$ cat src/rtl/tmr_pkg.sv
package tmr_pkg;
  localparam int SRC_W   = 2;
  localparam int N_SRC   = 1 << SRC_W;
  localparam int PSC_W   = 3;
  localparam int PSC_CW  = (1 << PSC_W) - 1;
  localparam int CTRL_W  = 3 + SRC_W + PSC_W;

  typedef struct packed {
    logic             oneshot;
    logic [PSC_W-1:0] psc;
    logic [SRC_W-1:0] src;
    logic             reload;
    logic             run;
  } ctrl_t;

  localparam ctrl_t CTRL_RST = '{oneshot: 1'b0, psc: '0, src: SRC_W'(1),
                                 reload: 1'b0, run: 1'b0};
endpackage

$ cat src/rtl/tmr_ctrl.sv
module tmr_ctrl
  import tmr_pkg::*;
(
  input  logic  clk_i,
  input  logic  rst_ni,
  input  logic  we_i,
  input  ctrl_t wdata_i,
  input  logic  stop_i,
  output ctrl_t ctrl_o
);
  ctrl_t ctrl_q;

  always_ff @(posedge clk_i or negedge rst_ni) begin
    if (!rst_ni)      ctrl_q <= CTRL_RST;
    else if (we_i)    ctrl_q <= wdata_i;
    else if (stop_i)  ctrl_q.run <= 1'b0;
  end

  assign ctrl_o = ctrl_q;
endmodule

$ cat src/rtl/tmr_prescaler.sv
module tmr_prescaler
  import tmr_pkg::*;
(
  input  logic             clk_i,
  input  logic             rst_ni,
  input  logic             clear_i,
  input  logic [N_SRC-1:0] src_tick_i,
  input  logic [SRC_W-1:0] sel_i,
  input  logic [PSC_W-1:0] psc_i,
  output logic             tick_o
);
  logic [PSC_CW-1:0] div_q;
  logic [PSC_CW-1:0] mask;
  logic              src_tick;

  assign src_tick = src_tick_i[sel_i];

  // low p bits of the divider form the phase
  for (genvar i = 0; i < PSC_CW; i++) begin : g_mask
    assign mask[i] = (PSC_W'(i) < psc_i);
  end

  always_ff @(posedge clk_i or negedge rst_ni) begin
    if (!rst_ni)        div_q <= '0;
    else if (clear_i)   div_q <= '0;
    else if (src_tick)  div_q <= div_q + 1'b1;
  end

  assign tick_o = !clear_i && src_tick && ((div_q & mask) == mask);
endmodule

$ cat src/rtl/tmr_downcount.sv
module tmr_downcount #(
  parameter int CNT_W = 32
) (
  input  logic             clk_i,
  input  logic             rst_ni,
  input  logic             load_i,
  input  logic [CNT_W-1:0] load_val_i,
  input  logic             step_i,
  input  logic             periodic_i,
  input  logic [CNT_W-1:0] refill_i,
  output logic [CNT_W-1:0] cnt_o,
  output logic             fire_o,
  output logic             expire_o
);
  logic [CNT_W-1:0] cnt_q;
  logic             expire_q;
  logic             live;

  assign live   = step_i && !load_i && (cnt_q != '0);
  assign fire_o = live && (cnt_q == CNT_W'(1));

  always_ff @(posedge clk_i or negedge rst_ni) begin
    if (!rst_ni) begin
      cnt_q    <= '0;
      expire_q <= 1'b0;
    end else begin
      expire_q <= fire_o;
      if (load_i)       cnt_q <= load_val_i;
      else if (fire_o)  cnt_q <= periodic_i ? refill_i : '0;
      else if (live)    cnt_q <= cnt_q - 1'b1;
    end
  end

  assign cnt_o    = cnt_q;
  assign expire_o = expire_q;
endmodule

$ cat src/rtl/prescaled_timer_chan.sv
module prescaled_timer_chan
  import tmr_pkg::*;
#(
  parameter int CNT_W = 32
) (
  input  logic              clk_i,
  input  logic              rst_ni,
  input  logic              ctrl_we_i,
  input  logic [CTRL_W-1:0] ctrl_wdata_i,
  input  logic              intv_we_i,
  input  logic [CNT_W-1:0]  intv_wdata_i,
  input  logic [N_SRC-1:0]  src_tick_i,
  output logic [CTRL_W-1:0] ctrl_o,
  output logic [CNT_W-1:0]  count_o,
  output logic              expire_o
);
  ctrl_t            ctrl_q;
  ctrl_t            ctrl_wr;
  logic [CNT_W-1:0] intv_q;
  logic             ptick;
  logic             fire;
  logic             load;
  logic [CNT_W-1:0] load_val;

  assign ctrl_wr = ctrl_t'(ctrl_wdata_i);

  always_ff @(posedge clk_i or negedge rst_ni) begin
    if (!rst_ni)         intv_q <= '0;
    else if (intv_we_i)  intv_q <= intv_wdata_i;
  end

  tmr_ctrl u_ctrl (
    .clk_i   (clk_i),
    .rst_ni  (rst_ni),
    .we_i    (ctrl_we_i),
    .wdata_i (ctrl_wr),
    .stop_i  (fire && ctrl_q.oneshot),
    .ctrl_o  (ctrl_q)
  );

  tmr_prescaler u_psc (
    .clk_i      (clk_i),
    .rst_ni     (rst_ni),
    .clear_i    (ctrl_we_i || !ctrl_q.run),
    .src_tick_i (src_tick_i),
    .sel_i      (ctrl_q.src),
    .psc_i      (ctrl_q.psc),
    .tick_o     (ptick)
  );

  // interval write data beats a same-cycle reload
  assign load     = intv_we_i || (ctrl_we_i && ctrl_wr.reload);
  assign load_val = intv_we_i ? intv_wdata_i : intv_q;

  tmr_downcount #(.CNT_W(CNT_W)) u_cnt (
    .clk_i      (clk_i),
    .rst_ni     (rst_ni),
    .load_i     (load),
    .load_val_i (load_val),
    .step_i     (ptick && !ctrl_we_i && !intv_we_i),
    .periodic_i (!ctrl_q.oneshot),
    .refill_i   (intv_q),
    .cnt_o      (count_o),
    .fire_o     (fire),
    .expire_o   (expire_o)
  );

  assign ctrl_o = ctrl_q;
endmodule

$ cat config.mk
export PLATFORM = sky130hd
export DESIGN_NAME = prescaled_timer_chan
export DESIGN_NICKNAME = d
export VERILOG_FILES = /design/src/rtl/tmr_pkg.sv /design/src/rtl/tmr_ctrl.sv /design/src/rtl/tmr_prescaler.sv /design/src/rtl/tmr_downcount.sv /design/src/rtl/prescaled_timer_chan.sv
export SDC_FILE = /design/constraint.sdc
export NUM_CORES = 1
export LEC_CHECK = 0
export CORE_ASPECT_RATIO = 0.8
export CORE_MARGIN = 5
export CORE_UTILIZATION = 45
export CTS_CLUSTER_SIZE = 16
export DETAILED_ROUTE_END_ITERATION = 7
export DONT_BUFFER_PORTS = 1
export SETUP_SLACK_MARGIN = 0.4
export SLEW_MARGIN = 20
export SYNTH_ARGS = -nofsm -noshare
export SYNTH_HDL_FRONTEND = slang
export SYNTH_SLANG_ARGS = --single-unit
$ cat constraint.sdc
create_clock -name clk_i -period 5.17 [get_ports clk_i]
set_input_delay 1.034 -clock clk_i [delete_from_list [all_inputs] [get_ports clk_i]]
set_output_delay 1.034 -clock clk_i [all_outputs]
set_load 0.02 [all_outputs]
==> impl_metrics.csv, run 1 <==
group,metric,value,unit
floorplan,die_y,101,um
clock_network,clk_pin_slew,0.06,ns
floorplan,rows,33,
clock_network,clockBufferDepth,2,
yosys,syn_avg_cell_area,10.3,um2
clock_network,post-cts-setup-buffers,0,
placement,dp_hpwl,9.42,mm
routing,finalWirelength,13.3,mm
floorplan,io_pins,89,
pwr,p_leak,1.96,nW
setup_path,cp_max_fo,17,
yosys,synth-seq-cells,80,
floorplan,initial_core_util,0.459,
clock_network,cts-buffers-inserted,9,
sta,period_needed,3.76,ns
grt,grt_pass1_wl,21.5,mm
yosys,synth_edf_count,0,
sta,rsz0062_at_grt,"false",
grt,antenna_found_initial,0,
pwr,vdd_drop_max,0.000234,V
routing,route.vias.total,3735,
clock_network,cts_root_buf,"clkbuf_16",
finish,diodes,0,
grt,grt.overflow.total,0,
routing,vias_per_cell,6.36,
sta,whs,0.389,ns
setup_path,crit_type,"reg -> reg",
grt,grt_pass1_vias,3765,
sta,max_freq,266,MHz
pwr,powerDensity,360,nW/um2
yosys,synthArstFlopShare,1.00,
setup_path,endpoint_kind,"flop",
yosys,yosysSeqAreaShare,0.426,
clock_network,htreeDepth,3,
routing,drtIter0Drc,317,
clock_network,cts_tree,"built",
status,status,"finished clean",
setup_path,cp_data_required_time,5.45,ns
routing,drc,0,
yosys,synth_area,4700,um2
floorplan,fp.dieArea,12600,um2
clock_network,cts.sinks,80,
yosys,synth_cells,457,
grt,grt_start_max_net_pins,81,
sta,slew_headroom,0.341,
routing,drt_pass1_iterations,5,
yosys,synth_nets,508,
placement,place.gp.congestion,0.920,
setup_path,startpoint_type,"flop",
finish,area_growth,7.42,%
sta,finalMaxSlewViolations,0,
grt,grt_usage,0.215,
yosys,yosys_warnings,0,
sta,worstMarginPinSlew,0.988,ns
clock_network,clkLatencyLatePin,0.34,ns
clock_network,postCtsResizedCells,0,
floorplan,die_w,124,um
sta,skew,0.00488,ns
routing,ant_nets,0,
finish,layout.nets,493,
placement,placed_cell_area,4700,um2
routing,wl_per_cell,22.7,um
finish,layout_commonest_cell,"dfrtp_1",
job,maxCapViolCount,0,
setup_path,worstPathArrival,4.03,ns
clock_network,postCtsHoldBufs,0,
floorplan,coreArea,10200,um2
sta,min_period_over_period,0.727,
sta,tns,0,ns
placement,portBuffers,0,
sta,hold_viol,0,
finish,final_area,5050,um2
yosys,synth.distinct_cells,63,
finish,drive_gt1_frac,0.177,
sta,setup_viol,0,
finish,final_cell_mix,"dfrtp_1 (79), mux2_2 (36), nand2_1 (30)",
yosys,synth_ff_type,"dfrtp_1",
hold_path,hp-class,"in -> async",
finish,fin_util,0.494,
## cells by family (layout without fill, tap and decap cells)
kind of cell	after synthesis	count (layout)	share of synthesized area
compound gates	114	114	0.180
buf+inv	38	28	0.0527
fa+ha+maj	3	3	0.00798
mux	39	39	0.0952
flops	80	80	0.426
simple gates	152	152	0.180
xor+xnor	31	31	0.0577
## final timing paths
check	start	end	slack, ns	depth (start not counted)
max	u_cnt.cnt_o[0]	u_cnt.cnt_o[23]	1.41	8
min	rst_ni	u_ctrl.ctrl_o[4]	0.39	0
max reg2reg	u_cnt.cnt_o[0]	u_cnt.cnt_o[23]	1.41	8
min reg2reg	intv_q[24]	intv_q[24]	0.53	1
max in group asynchronous	rst_ni	u_ctrl.ctrl_o[2]	4.60	0
min in group clk_i	intv_q[24]	intv_q[24]	0.53	1
## area by class of cell
cell class              instances  area (um2)
fillers                       990        5190
well taps                     140         175
clock buffers                  11         253
clock inverters                 5         103
repair buffers                  4        30.0
inverters                       8        30.0
flip-flops and latches         80        2000
multi-input cells             339        2460
## state kept, by name, indices dropped and copies added (netlist names)
name            count
intv_q             32
u_cnt.cnt_o        32
u_cnt.expire_o      1
u_ctrl.ctrl_o       8
u_psc.div_q         7
## layer usage
metal / part of all wire / vias to the layer above / global-route usage / routed length (um)
met4: 0.014 / 0 / 0.0581 / 186
li1: - / 1697 / - / -
met5: 0 / - / 0 / 0
met3: 0.087 / 17 / 0.0691 / 1160
met1: 0.45 / 1870 / 0.296 / 6060
met2: 0.45 / 151 / 0.330 / 5940
## report_power, final
group | internal (mW) | leakage [nW] | switching (mW)
Sequential | 0.691 | 0.965 | 0.151
Clock | 0.497 | 0.172 | 0.251
Combinational | 0.116 | 0.828 | 0.114
## worst max-delay path, cell delays in order (launching register included)
cell and delay [ns]:
dfrtp_1 0.53, inv_1 0.11, ha_1 0.25, nor3b_1 0.66, nand3_1 0.35, nor2_1 0.45
nand2_1 0.24, a21oi_2 0.80, a221o_1 0.29
## cell usage after synthesis (11+ instances only)
cell type   n  area (um2)
xnor2_1    21         184
a221o_1    22         220
nor2_1     24        90.1
nor3_1     15        75.1
dfrtp_1    79        1980
nand3_1    19        95.1
nand2_1    30         113
nand4_1    11        68.8
nor4_1     11        68.8
o21ai_0    27         135
mux2_2     36         405
a21oi_1    20         100
## metrics by stage
step | setup WS (ns) | power (mW) | cells
after floorplan | 2.07 | 1.01 | 457
after global placement | 1.71 | 1.07 | 571
after detailed placement | 1.50 | 1.08 | 571
after CTS | 1.48 | 1.83 | 587
after global routing | 1.08 | 1.89 | 587
final | 1.41 | 1.82 | 587
(Power assumes the default switching activity.)
==> inputs of run 2 (changes only) <==
==> constraint.sdc (replaced) <==
create_clock -name clk_i -period 3.2 [get_ports clk_i]
set_input_delay 0.64 -clock clk_i [delete_from_list [all_inputs] [get_ports clk_i]]
set_output_delay 0.64 -clock clk_i [all_outputs]
set_load 0.02 [all_outputs]
==> run 2 against run 1 <==
Sequential share of layout area fell by 2.5 points. Via count rose by 5.7%. Largest power group unchanged. Sequential power rose by 52%. Utilization rose by 3.3 points. Global-route usage rose by 1.2 points. Critical path depth fell by 2. Sequential cell count did not move. Cell area rose by 6.8%. Highest routed layer unchanged. Die area did not move. Clock power rose by 63%. First-iteration DRC count fell by 8.8%.
==> impl_metrics.csv, run 2 (synthesis results as in run 1) <==
group,metric,value,unit
setup_path,startpoint_type,"flop",
sta,min_period_over_period,0.853,
pwr,p_leak,2.17,nW
setup_path,crit_slowest_cell,"or4_4",
routing,drtIter0Drc,289,
setup_path,cp_data_required_time,3.42,ns
sta,max_freq,366,MHz
setup_path,path_buf_inv,0,
routing,vias_per_cell,6.34,
finish,diodes,0,
sta,finalMaxSlewViolations,0,
placement,portBuffers,0,
sta,whs,0.140,ns
sta,period_needed,2.73,ns
job,maxCapViolCount,0,
clock_network,cts.sinks,80,
routing,finalWirelength,14.2,mm
finish,final_area,5400,um2
setup_path,crit_type,"reg -> reg",
routing,drc,0,
finish,layout.nets,529,
sta,rsz0062_at_grt,"false",
sta,tns,0,ns
setup_path,path_common_cell,"or4_4",
clock_network,htreeDepth,3,
setup_path,crit_family,"simple AND/OR/NAND/NOR gates",
grt,grt_usage,0.227,
floorplan,die_w,124,um
sta,hold_viol,0,
pwr,vdd_drop_max,0.000342,V
setup_path,path_cells,"or4_4 -> or4_4 -> or3_4 -> nor2_1 -> o2bb2ai_1 -> a221o_1",
hold_path,hp-class,"in -> async",
sta,slew_headroom,0.373,
pwr,powerDensity,563,nW/um2
grt,grt.overflow.total,0,
clock_network,cts_root_buf,"clkbuf_16",
floorplan,coreArea,10200,um2
routing,drt_pass1_iterations,4,
routing,wl_per_cell,22.8,um
grt,antenna_found_initial,0,
grt,grt_start_max_net_pins,80,
finish,fillers,955,
routing,route.vias.total,3947,
finish,final_cell_mix,"dfrtp_1 (79), buf_4 (38), mux2_2 (36)",
clock_network,clk_pin_slew,0.06,ns
finish,drive_gt1_frac,0.255,
placement,place.gp.congestion,0.971,
floorplan,initial_core_util,0.459,
status,status,"finished clean",
sta,skew,0.00558,ns
placement,placed_cell_area,4920,um2
finish,fin_util,0.527,
finish,layout_commonest_cell,"dfrtp_1",
floorplan,fp.dieArea,12600,um2
setup_path,worstPathArrival,2.94,ns
setup_path,slowest_delay,0.58,ns
sta,worstMarginPinSlew,0.941,ns
setup_path,endpoint_kind,"flop",
setup_path,cp_max_fo,9,
floorplan,die_y,101,um
grt,grt_pass1_vias,3922,
sta,setup_viol,0,
floorplan,rows,33,
clock_network,cts_tree,"built",
clock_network,clkLatencyLatePin,0.34,ns
placement,dp_hpwl,10.1,mm
finish,area_growth,14.7,%
floorplan,io_pins,89,
routing,ant_nets,0,
grt,grt_pass1_wl,22.4,mm
clock_network,clockBufferDepth,2,
clock_network,cts-buffers-inserted,9,
run 2: worst register-to-register path, cell delays in order (launching register included):
cell       delay (ns)
dfrtp_1          0.38
or4_4            0.56
or4_4            0.58
or3_4            0.44
nor2_1           0.26
o2bb2ai_1        0.09
a221o_1          0.31
run 2: area by class of cell:
type / count / area (um2) / area share
multi-input combinational: 339 / 2500 / 0.463
tap: 140 / 175 / 0.0325
inverter: 8 / 30.0 / 0.00556
sequential: 80 / 2000 / 0.371
clock inverter: 5 / 103 / 0.0190
clock buffer: 11 / 253 / 0.0468
timing repair buffer: 40 / 333 / 0.0617
run 2: power breakdown:
part / switching [mW] / internal (mW)
Combinational: 0.298 / 0.236
Clock: 0.417 / 0.803
Sequential: 0.166 / 1.12
Total: 0.881 / 2.16
run 2: repair_timing:
item | 4_1_cts | 5_1_grt
hold buffers | 1 | 0
hold endpoints to repair | 79 | 0
resized for setup | 2 | 6
setup buffers | 4 | 3
pin swaps | 1 | 1
endpoints found under the setup margin | 15 | 22
cloned | 0 | 0
run 2: worst paths after layout:
check                                         to  cells after the start  slack (ns)       startpoint
max in group asynchronous         u_cnt.cnt_o[2]                      1        2.70           rst_ni
min in group clk_i              u_ctrl.ctrl_o[5]                      1        0.40        ctrl_we_i
worst min register to register   u_cnt.cnt_o[20]                      2        0.51       intv_q[20]
worst max register to register   u_cnt.cnt_o[17]                      6        0.47  u_cnt.cnt_o[20]
worst max-delay path             u_cnt.cnt_o[17]                      6        0.47  u_cnt.cnt_o[20]
worst min-delay path            u_ctrl.ctrl_o[2]                      0        0.14           rst_ni
run 2: stage by stage:
step	std cells	total power [mW]	setup slack, ns
final	623	3.04	0.471
after global routing	623	3.16	0.407
after global placement	599	1.79	0.329
after floorplan	457	1.64	0.433
after CTS	620	3.04	0.402
after detailed placement	599	1.80	0.262
run 2: layer usage:
metal  wire length [um]  up-vias  global-route usage
li1                   -     1766                   -
met1               6180     2004               0.302
met2               6470      158               0.343
met3               1420       19              0.0991
met4                146        0              0.0590
met5                  0        -                   0
==> inputs of run 3 (changes only) <==
--- a/config.mk
+++ b/config.mk
@@ -7,10 +7,12 @@
 export LEC_CHECK = 0
 export CORE_ASPECT_RATIO = 0.8
 export CORE_MARGIN = 5
-export CORE_UTILIZATION = 45
+export CORE_UTILIZATION = 55
+export CTS_CLUSTER_DIAMETER = 50
 export CTS_CLUSTER_SIZE = 16
 export DETAILED_ROUTE_END_ITERATION = 7
 export DONT_BUFFER_PORTS = 1
+export PLACE_DENSITY = 0.73
 export SETUP_SLACK_MARGIN = 0.4
 export SLEW_MARGIN = 20
 export SYNTH_ARGS = -nofsm -noshare
==> run 3 against run 2 <==
Utilization is 8.7 points higher. Cell count decreased by 5.0%. Non-clock buffer count is 3 lower.
==> impl_metrics.csv, run 3 (synthesis results as in run 1) <==
group,metric,value,unit
status,status,"finished clean",
setup_path,worstPathArrival,2.97,ns
clock_network,cts_root_buf,"clkbuf_8",
sta,worstMarginPinSlew,0.779,ns
pwr,p_total,2.52,mW
hold_path,hp-class,"in -> async",
sta,min_period_over_period,0.855,
placement,place.gp.congestion,0.936,
grt,grt_usage,0.260,
sta,setup_viol,0,
grt,grt.overflow.total,0,
sta,finalMaxSlewViolations,0,
clock_network,clockBufferDepth,2,
grt,antenna_found_initial,0,
floorplan,coreArea,8410,um2
setup_path,slowest_delay,0.57,ns
sta,period_needed,2.74,ns
setup_path,path_cells,"or4_4 -> or4_4 -> or3_4 -> nor2_8 -> nor2_4 -> a221o_2",
setup_path,r2r-end,"u_cnt.cnt_o[0]",
setup_path,worst_r2r_startpoint,"u_cnt.cnt_o[20]",
floorplan,fp.dieArea,10500,um2
setup_path,reg2reg_depth,6,
finish,drive_gt1_frac,0.242,
sta,skew,0.0105,ns
setup_path,r2r_slack,0.46,ns
sta,max_freq,366,MHz
setup_path,cp_data_required_time,3.44,ns
sta,hold_viol,0,
setup_path,path_common_cell,"or4_4",
grt,grt_pass1_vias,3903,
floorplan,initial_core_util,0.560,
sta,tns,0,ns
clock_network,cts_tree,"built",
job,maxCapViolCount,0,
setup_path,crit_type,"reg -> reg",
sta,slew_headroom,0.481,
routing,vias_per_cell,6.59,
clock_network,clkLatencyLatePin,0.36,ns
setup_path,endpoint_kind,"flop",
clock_network,cts-buffers-inserted,9,
setup_path,crit_family,"simple AND/OR/NAND/NOR gates",
setup_path,cp.depth,6,
routing,finalWirelength,13.3,mm
routing,drt_pass1_iterations,5,
routing,ant_nets,0,
routing,route.vias.total,3903,
routing,drc,0,
routing,wl_per_cell,22.5,um
floorplan,die_y,92.7,um
grt,grt_start_max_net_pins,80,
finish,fin_util,0.614,
clock_network,htreeDepth,3,
finish,fillers,717,
setup_path,crit_end,"u_cnt.cnt_o[0]",
pwr,powerDensity,488,nW/um2
clock_network,clk_pin_slew,0.08,ns
finish,area_growth,9.79,%
setup_path,crit_slowest_cell,"or4_4",
grt,grt_pass1_wl,21.5,mm
routing,drtIter0Drc,411,
finish,layout_commonest_cell,"dfrtp_1",
floorplan,io_pins,89,
finish,layout.nets,526,
sta,rsz0062_at_grt,"false",
setup_path,startpoint_type,"flop",
placement,dp_hpwl,9.48,mm
setup_path,cp_max_fo,13,
floorplan,rows,30,
clock_network,cts.sinks,80,
pwr,vdd_drop_max,0.000262,V
setup_path,path_buf_inv,0,
pwr,p_leak,2.07,nW
placement,portBuffers,0,
finish,final_cell_mix,"dfrtp_1 (79), mux2_2 (36), buf_4 (34)",
floorplan,die_w,113,um
finish,diodes,0,
setup_path,startpoint,"u_cnt.cnt_o[20]",
## run 3: how the worst min path moves through the flow
stage	endpoint	cells past startpoint	from
CTS	u_ctrl.ctrl_o[2]	0	rst_ni
finish	u_ctrl.ctrl_o[2]	0	rst_ni
global route	u_ctrl.ctrl_o[2]	0	rst_ni
detailed placement	u_psc.div_q[5]	0	rst_ni
floorplan	intv_q[0]	0	rst_ni
global placement	u_psc.div_q[0]	0	rst_ni
## run 3: power by group
part / switching [mW] / internal [mW]
combinational: 0.285 / 0.230
sequential: 0.173 / 1.12
clock: 0.373 / 0.344
## run 3: per-layer routing
layer / up-vias / part of all wire / global-route usage
met3: 21 / 0.093 / 0.0679
met4: 0 / 0.016 / 0.0781
met1: 1933 / 0.45 / 0.383
met5: - / 0 / 0
met2: 181 / 0.45 / 0.375
li1: 1768 / - / -
## run 3: what timing repair did
item / in CTS / in global routing
resized for setup: 1 / 6
pin swaps: 2 / 2
endpoints found under the hold margin: 79 / 0
endpoints found under the setup margin: 13 / 21
buffers inserted: 0 / 7
hold buffers: 1 / 0
## run 3: area by class of cell
type                            count  area [um2]  share of cell area
Multi-Input combinational cell    339        2480               0.481
Sequential cell                    80        2000               0.388
Timing Repair Buffer               37         314              0.0608
Clock buffer                       12         165              0.0320
Tap cell                          112         140              0.0271
Inverter                            8        30.0             0.00581
Clock inverter                      4        27.5             0.00533
## run 3: metrics by stage
stage	cell area, um2	hold WS (ns)	setup slack [ns]	instances
after floorplan	4700	0.344	0.433	457
after global routing	5160	0.0901	0.407	592
final	5160	0.117	0.465	592
after CTS	5070	0.105	0.392	585
after detailed placement	4840	0.348	0.260	568
after global placement	4840	0.347	0.319	568
